===== src/rtl/scan_window_pkg.sv =====
package scan_window_pkg;

  localparam int HUNIT_W = 7;
  localparam int VFULL_W = 10;

  localparam int H_SIZE_MAX  = 100;
  localparam int V_SIZE_MAX  = 600;
  localparam int H_START_MAX = 99;
  localparam int V_START_MAX = 599;

  typedef struct packed {
    logic [HUNIT_W-1:0] hSize;
    logic [VFULL_W-1:0] vSize;
    logic [HUNIT_W-1:0] hStart;
    logic [VFULL_W-1:0] vStart;
  } win_cfg_t;

  typedef struct packed {
    logic step;
    logic lineWrap;
    logic frameWrap;
  } scan_strobe_t;

  localparam win_cfg_t CFG_RESET = '{
    hSize:  HUNIT_W'(H_SIZE_MAX),
    vSize:  VFULL_W'(V_SIZE_MAX),
    hStart: '0,
    vStart: '0
  };

endpackage


===== src/rtl/scan_ctrl.sv =====
module scan_ctrl
  import scan_window_pkg::*;
#(
  parameter int COL_TOTAL = 800,
  parameter int ROW_TOTAL = 600,
  parameter int IDX_W     = 10
) (
  input  logic             clk,
  input  logic             rstN,
  input  logic             tick,
  output logic [IDX_W-1:0] colIdx,
  output logic [IDX_W-1:0] rowIdx,
  output scan_strobe_t     strobe
);

  localparam logic [IDX_W-1:0] COL_LAST = IDX_W'(COL_TOTAL - 1);
  localparam logic [IDX_W-1:0] ROW_LAST = IDX_W'(ROW_TOTAL - 1);

  always_comb begin
    strobe.step      = tick;
    strobe.lineWrap  = tick && (colIdx == COL_LAST);
    strobe.frameWrap = strobe.lineWrap && (rowIdx == ROW_LAST);
  end

  always_ff @(posedge clk or negedge rstN) begin
    if (!rstN) begin
      colIdx <= '0;
      rowIdx <= '0;
    end else if (tick) begin
      if (colIdx == COL_LAST) begin
        colIdx <= '0;
        rowIdx <= (rowIdx == ROW_LAST) ? '0 : rowIdx + 1'b1;
      end else begin
        colIdx <= colIdx + 1'b1;
      end
    end
  end


  col_range_chk: assert property (@(posedge clk) disable iff (!rstN)
    colIdx <= COL_LAST);


  row_range_chk: assert property (@(posedge clk) disable iff (!rstN)
    rowIdx <= ROW_LAST);


  line_wrap_chk: assert property (@(posedge clk) disable iff (!rstN)
    strobe.lineWrap |=> (colIdx == '0));


  frame_wrap_chk: assert property (@(posedge clk) disable iff (!rstN)
    strobe.frameWrap |=> (colIdx == '0 && rowIdx == '0));


  idle_hold_chk: assert property (@(posedge clk) disable iff (!rstN)
    !tick |=> ($stable(colIdx) && $stable(rowIdx)));

endmodule


===== src/rtl/scan_dp.sv =====
module scan_dp
  import scan_window_pkg::*;
#(
  parameter int IDX_W = 10,
  parameter int OUT_W = IDX_W + 1
) (
  input  logic             clk,
  input  logic             rstN,
  input  logic             loadEn,
  input  win_cfg_t         rawCfg,
  input  scan_strobe_t     strobe,
  input  logic [IDX_W-1:0] colIdx,
  input  logic [IDX_W-1:0] rowIdx,
  output logic [OUT_W-1:0] firstCol,
  output logic [OUT_W-1:0] lastCol,
  output logic [OUT_W-1:0] firstRow,
  output logic [OUT_W-1:0] lastRow,
  output logic             inWindow,
  output logic             cfgErr
);

  win_cfg_t fixCfg;
  win_cfg_t pendCfg;
  win_cfg_t actCfg;
  logic     badField;

  always_comb begin
    fixCfg   = rawCfg;
    badField = 1'b0;
    if (rawCfg.hSize == '0) begin
      fixCfg.hSize = HUNIT_W'(1);
      badField     = 1'b1;
    end else if (rawCfg.hSize > HUNIT_W'(H_SIZE_MAX)) begin
      fixCfg.hSize = HUNIT_W'(H_SIZE_MAX);
      badField     = 1'b1;
    end
    if (rawCfg.vSize == '0) begin
      fixCfg.vSize = VFULL_W'(1);
      badField     = 1'b1;
    end else if (rawCfg.vSize > VFULL_W'(V_SIZE_MAX)) begin
      fixCfg.vSize = VFULL_W'(V_SIZE_MAX);
      badField     = 1'b1;
    end
    if (rawCfg.hStart > HUNIT_W'(H_START_MAX)) begin
      fixCfg.hStart = HUNIT_W'(H_START_MAX);
      badField      = 1'b1;
    end
    if (rawCfg.vStart > VFULL_W'(V_START_MAX)) begin
      fixCfg.vStart = VFULL_W'(V_START_MAX);
      badField      = 1'b1;
    end
  end

  always_ff @(posedge clk or negedge rstN) begin
    if (!rstN) begin
      pendCfg <= CFG_RESET;
      cfgErr  <= 1'b0;
    end else if (loadEn) begin
      pendCfg <= fixCfg;
      cfgErr  <= badField;
    end
  end

  always_ff @(posedge clk or negedge rstN) begin
    if (!rstN) begin
      actCfg <= CFG_RESET;
    end else if (strobe.frameWrap) begin
      actCfg <= pendCfg;
    end
  end

  always_comb begin
    firstCol = OUT_W'({actCfg.hStart, 3'b000});
    lastCol  = firstCol + OUT_W'({actCfg.hSize, 3'b000}) - 1'b1;
    firstRow = OUT_W'(actCfg.vStart);
    lastRow  = firstRow + OUT_W'(actCfg.vSize) - 1'b1;
    inWindow = (OUT_W'(colIdx) >= firstCol) && (OUT_W'(colIdx) <= lastCol) &&
               (OUT_W'(rowIdx) >= firstRow) && (OUT_W'(rowIdx) <= lastRow);
  end


  hold_until_wrap_chk: assert property (@(posedge clk) disable iff (!rstN)
    !strobe.frameWrap |=> $stable(actCfg));


  pend_legal_chk: assert property (@(posedge clk) disable iff (!rstN)
    pendCfg.hSize != '0 && pendCfg.hSize <= HUNIT_W'(H_SIZE_MAX) &&
    pendCfg.vSize != '0 && pendCfg.vSize <= VFULL_W'(V_SIZE_MAX) &&
    pendCfg.hStart <= HUNIT_W'(H_START_MAX) &&
    pendCfg.vStart <= VFULL_W'(V_START_MAX));


  err_flag_chk: assert property (@(posedge clk) disable iff (!rstN)
    (loadEn && rawCfg.vSize > VFULL_W'(V_SIZE_MAX)) |=> cfgErr);


  col_order_chk: assert property (@(posedge clk) disable iff (!rstN)
    lastCol >= firstCol + OUT_W'(7));


  row_order_chk: assert property (@(posedge clk) disable iff (!rstN)
    lastRow >= firstRow);

endmodule


===== src/rtl/scan_window_gate.sv =====
module scan_window_gate
  import scan_window_pkg::*;
#(
  parameter int COL_TOTAL = 800,
  parameter int ROW_TOTAL = 600,
  parameter int IDX_W     = 10,
  parameter int OUT_W     = IDX_W + 1
) (
  input  logic             clk,
  input  logic             rstN,
  input  logic             tick,
  input  logic             loadEn,
  input  logic [6:0]       hSizeIn,
  input  logic [9:0]       vSizeIn,
  input  logic [6:0]       hStartIn,
  input  logic [9:0]       vStartIn,
  output logic [IDX_W-1:0] colIdx,
  output logic [IDX_W-1:0] rowIdx,
  output logic             inWindow,
  output logic             lineEnd,
  output logic             frameEnd,
  output logic [OUT_W-1:0] firstCol,
  output logic [OUT_W-1:0] lastCol,
  output logic [OUT_W-1:0] firstRow,
  output logic [OUT_W-1:0] lastRow,
  output logic             cfgErr
);

  scan_strobe_t strobe;
  win_cfg_t     rawCfg;

  assign rawCfg = '{hSize: hSizeIn, vSize: vSizeIn, hStart: hStartIn, vStart: vStartIn};

  scan_ctrl #(.COL_TOTAL(COL_TOTAL), .ROW_TOTAL(ROW_TOTAL), .IDX_W(IDX_W)) ctrl (
    .clk(clk), .rstN(rstN), .tick(tick),
    .colIdx(colIdx), .rowIdx(rowIdx), .strobe(strobe)
  );

  scan_dp #(.IDX_W(IDX_W), .OUT_W(OUT_W)) dp (
    .clk(clk), .rstN(rstN), .loadEn(loadEn), .rawCfg(rawCfg), .strobe(strobe),
    .colIdx(colIdx), .rowIdx(rowIdx),
    .firstCol(firstCol), .lastCol(lastCol), .firstRow(firstRow), .lastRow(lastRow),
    .inWindow(inWindow), .cfgErr(cfgErr)
  );

  assign lineEnd  = strobe.lineWrap;
  assign frameEnd = strobe.frameWrap;


  frame_in_line_chk: assert property (@(posedge clk) disable iff (!rstN)
    frameEnd |-> lineEnd);

endmodule


===== config.mk =====
export PLATFORM = sky130hd
export DESIGN_NAME = scan_window_gate
export DESIGN_NICKNAME = d
export VERILOG_FILES = /design/src/rtl/scan_window_pkg.sv /design/src/rtl/scan_ctrl.sv /design/src/rtl/scan_dp.sv /design/src/rtl/scan_window_gate.sv
export SDC_FILE = /design/constraint.sdc
export NUM_CORES = 1
export LEC_CHECK = 0
export BUFFER_PORTS_ARGS = -buffer_cell sky130_fd_sc_hd__buf_2
export CORE_UTILIZATION = 41
export CTS_BUF_LIST = sky130_fd_sc_hd__clkbuf_2
export DETAILED_ROUTE_END_ITERATION = 10
export GPL_TIMING_DRIVEN = 0
export HOLD_SLACK_MARGIN = 0.03
export PLACE_DENSITY = 0.7
export SLEW_MARGIN = 10
export SYNTH_ARGS = -nofsm -noshare
export SYNTH_HDL_FRONTEND = slang
export SYNTH_SLANG_ARGS = --single-unit

===== constraint.sdc =====
create_clock -name clk -period 5.2 [get_ports clk]
set_clock_uncertainty 0.05 [all_clocks]
set_input_delay 0.78 -clock clk [delete_from_list [all_inputs] [get_ports clk]]
set_output_delay 0.78 -clock clk [all_outputs]
set_load 0.02 [all_outputs]

==> impl_metrics.env <==
export IMPL_status="finished with violations"
export IMPL_violations="negative setup slack"
export IMPL_share_comb_of_total_power_pct=19.0
export IMPL_grt_util_met2_pct=31.11
export IMPL_clk_pin_slew_ns=0.27
export IMPL_grt_antenna_before_repair=0
export IMPL_setup_ws_ns=-0.04125
export IMPL_seq_area_frac_synth_pct=36.83
export IMPL_seq_power_share_pct=58.2
export IMPL_tightest_slew_ns=0.6361
export IMPL_cp_start_kind="flop"
export IMPL_top_usage_layer="met2"
export IMPL_rsz0062_at_grt="yes"
export IMPL_yosys_area_top_type_share_pct=30.79
export IMPL_drtAntennaViolNets=0
export IMPL_fin_util_pct=49.93
export IMPL_area_growth_pct=19.07
export IMPL_max_vdd_ir_drop_uv=104.1
export IMPL_yosysWarnings=0
export IMPL_path_max_fanout=4
export IMPL_wl_mm=13.88
export IMPL_port_buffer_count=97
export IMPL_fp_dieH_um=123.9
export IMPL_initial_utilization_pct=41.93
export IMPL_wl_per_cell_um=14.25
export IMPL_clock_latency_ns=0.60
export IMPL_finalCriticalPeriod_ns=5.241
export IMPL_gr_usage_all_layers_pct=19.67
export IMPL_crit_path_end_kind="primary output"
export IMPL_row_count=44
export IMPL_worstPathArrival_ns=4.41
export IMPL_setup_viol=1
export IMPL_cts_sinks=89
export IMPL_antenna_cells=0
export IMPL_max_clock_freq_mhz=190.8
export IMPL_maxCapViolations=0
export IMPL_max_stage_delay_ns=0.59
export IMPL_hold_path_class="input pin to async pin"
export IMPL_drt_iter0_drc=233
export IMPL_p_per_area_nw_per_um2=195.2
export IMPL_place_hpwl_mm=10.79
export IMPL_syn_avg_cell_area_um2=9.319
export IMPL_crit_buf_inv=3
export IMPL_htree_levels=3
export IMPL_drt_pass1_iterations=4
export IMPL_grt_pass1_vias=4577
export IMPL_io_pins=106
export IMPL_ys_types=63
export IMPL_final_common_cell="inv_1"
export IMPL_drc=0
export IMPL_met1_usage_pct=27.67
export IMPL_critPathRequiredTime_ns=4.37
export IMPL_timing_hold_ws_ns=0.07129
export IMPL_synth_main_ff_cell="dfrtp_1"
export IMPL_synth_edf_count=0
export IMPL_cp_top_family="compound AO/OA/AOI/OAI gates"
export IMPL_mostFrequentLayoutCells="inv_1 (97), buf_2 (96), dfrtp_1 (75), ha_1 (61), buf_4 (43)"
export IMPL_cts_max_path_buffers=2
export IMPL_finalMaxSlewViolations=0
export IMPL_internal_power_uw=929.4
export IMPL_switchingPower_uw=487.4
export IMPL_die_w_um=123.9
export IMPL_coreArea_um2=14530
export IMPL_fin_nets=894
export IMPL_fill_cells=1387
export IMPL_detailed_place_area_um2=6857
export IMPL_grt_use_met3_pct=3.114
export IMPL_avgViaCountPerCell=4.902
export IMPL_syn_area_um2=6095
export IMPL_cts_tree="built"
export IMPL_regArea_um2=2245
export IMPL_synth_seq_cells=89
export IMPL_vias=4775
export IMPL_grt_overflow=0
export IMPL_yosys_area_top_type="dfrtp_1"
export IMPL_cts_root_buffer="clkbuf_2"
export IMPL_synthArstFlopShare_pct=100.0
export IMPL_grt_pass1_wl_mm=22.96
export IMPL_leakage_nw=3.530
export IMPL_gp_congestion=0.8417
export IMPL_path_cells="inv_2 -> ha_4 -> inv_2 -> ha_4 -> and3_4 -> a221oi_4 -> nand2b_1 -> a31o_4 -> xnor2_2 -> ha_1 -> nand2_1 -> or2_4 -> or3_4 -> o221a_4 -> a2111oi_4 -> buf_4"
export IMPL_cts_made_buffers=9
export IMPL_synth_top_cells_by_area="dfrtp_1 (31%), ha_1 (14%), inv_1 (6.6%)"
export IMPL_netlist_instances=654
export IMPL_swShare_pct=34.40
export IMPL_multi_input_area_um2=3302
export IMPL_slew_headroom_pct=57.27
export IMPL_crit_type="flop to primary output"
export IMPL_grt_max_degree=47
export IMPL_postLayoutCellArea_um2=7257
export IMPL_cp_slowest_cell="dfstp_2"
export IMPL_post_route_period_util_pct=100.8
export IMPL_drive_above_1_share_pct=35.95
export IMPL_hold_viol=0
export IMPL_design_die_area_um2=15360
export IMPL_clkPwrFrac_pct=22.8
[cell families after synthesis]
kind of cell	synth area share [%]
simple gates	14.80
other cells	0.1232
flops	36.83
mux	1.109
xor+xnor	4.024
buf+inv	12.44
fa+ha+maj	14.82
compound gates	15.85
[layer usage]
metal	wire length, um	vias to the layer above
met5	0	-
met4	102	0
met3	597	10
met2	6265	106
met1	6916	2231
li1	-	2428
[final timing paths]
path | startpoint | endpoint | slack (ns) | depth (start not counted)
min in group clk | vSizeIn[6] | dp.pendCfg[23] | 0.33 | 3
min reg2reg | dp.pendCfg[21] | dp.actCfg[21] | 0.43 | 2
max in group asynchronous | rstN | dp.pendCfg[20] | 4.31 | 2
max reg2reg | ctrl.rowIdx[7] | dp.firstRow[0] | 3.05 | 7
max | dp.actCfg[20] | inWindow | -0.04 | 16
min | rstN | ctrl.rowIdx[2] | 0.07 | 1
[flip-flops by register name, indices dropped and copies added (netlist names)]
name and count:
dp.pendCfg 34, dp.actCfg 17, ctrl.colIdx 10, ctrl.rowIdx 10, dp.firstRow 10, dp.firstCol 7, dp.cfgErr 1
[layout make-up]
| class | instances | share of cell area, % |
|---|---|---|
| multi-input combinational | 422 | 45.50 |
| sequential | 89 | 30.93 |
| timing repair buffer | 114 | 8.690 |
| inverter | 107 | 5.534 |
| buffer | 42 | 4.914 |
| tap | 184 | 3.172 |
| clock buffer | 10 | 0.6897 |
| clock inverter | 6 | 0.5690 |
[synthesized netlist by cell type, drive strengths merged, types with 2 or more instances]
cell and instances:
nor4 2, o2bb2ai 5, ha 69, o31ai 2, nand3 19, a211oi 5, nor2 39, xor2 10
clkbuf 7, fa 2, nor3 12, dfrtp 75, o21ai 65, xnor2 18, o21bai 2, dfstp 14
a21oi 25, inv 107, conb 2, a221oi 2, o211ai 3, a31oi 4, buf 35, nand2b 6
o31a 2, or3 4, or2 2, a211o 2, nor2b 4, nand2 60, nand4 7, mux2 6
nand3b 4, and3 5, a21o 7, and2 3
[metrics by stage]
step / setup TNS [ns] / setup slack (ns) / cells / power, mW
after floorplan: 0 / 0.06904 / 660 / 0.9927
after global placement: 0 / 0.01885 / 941 / 1.098
after detailed placement: 0 / 0.03032 / 942 / 1.108
after CTS: 0 / 0.00001288 / 968 / 1.430
after global routing: -0.2073 / -0.2073 / 974 / 1.506
final: -0.04125 / -0.04125 / 974 / 1.417
[repair_timing]
| item | CTS | global route |
|---|---|---|
| hold buffers | 0 | 0 |
| setup buffers | 10 | 6 |
| pin swaps | 12 | 13 |
| setup endpoints to repair | 1 | 1 |
| resized for setup | 26 | 9 |
[power by group through the flow]
stage / Clock [mW] / Combinational (mW) / Sequential, mW
final: 0.323 / 0.270 / 0.824
after global routing: 0.358 / 0.313 / 0.835
after CTS: 0.332 / 0.273 / 0.825
after detailed placement: 0 / 0.272 / 0.836
after global placement: 0 / 0.262 / 0.836
after floorplan: 0 / 0.141 / 0.852
Note: power is estimated with default switching activity, not from simulation.
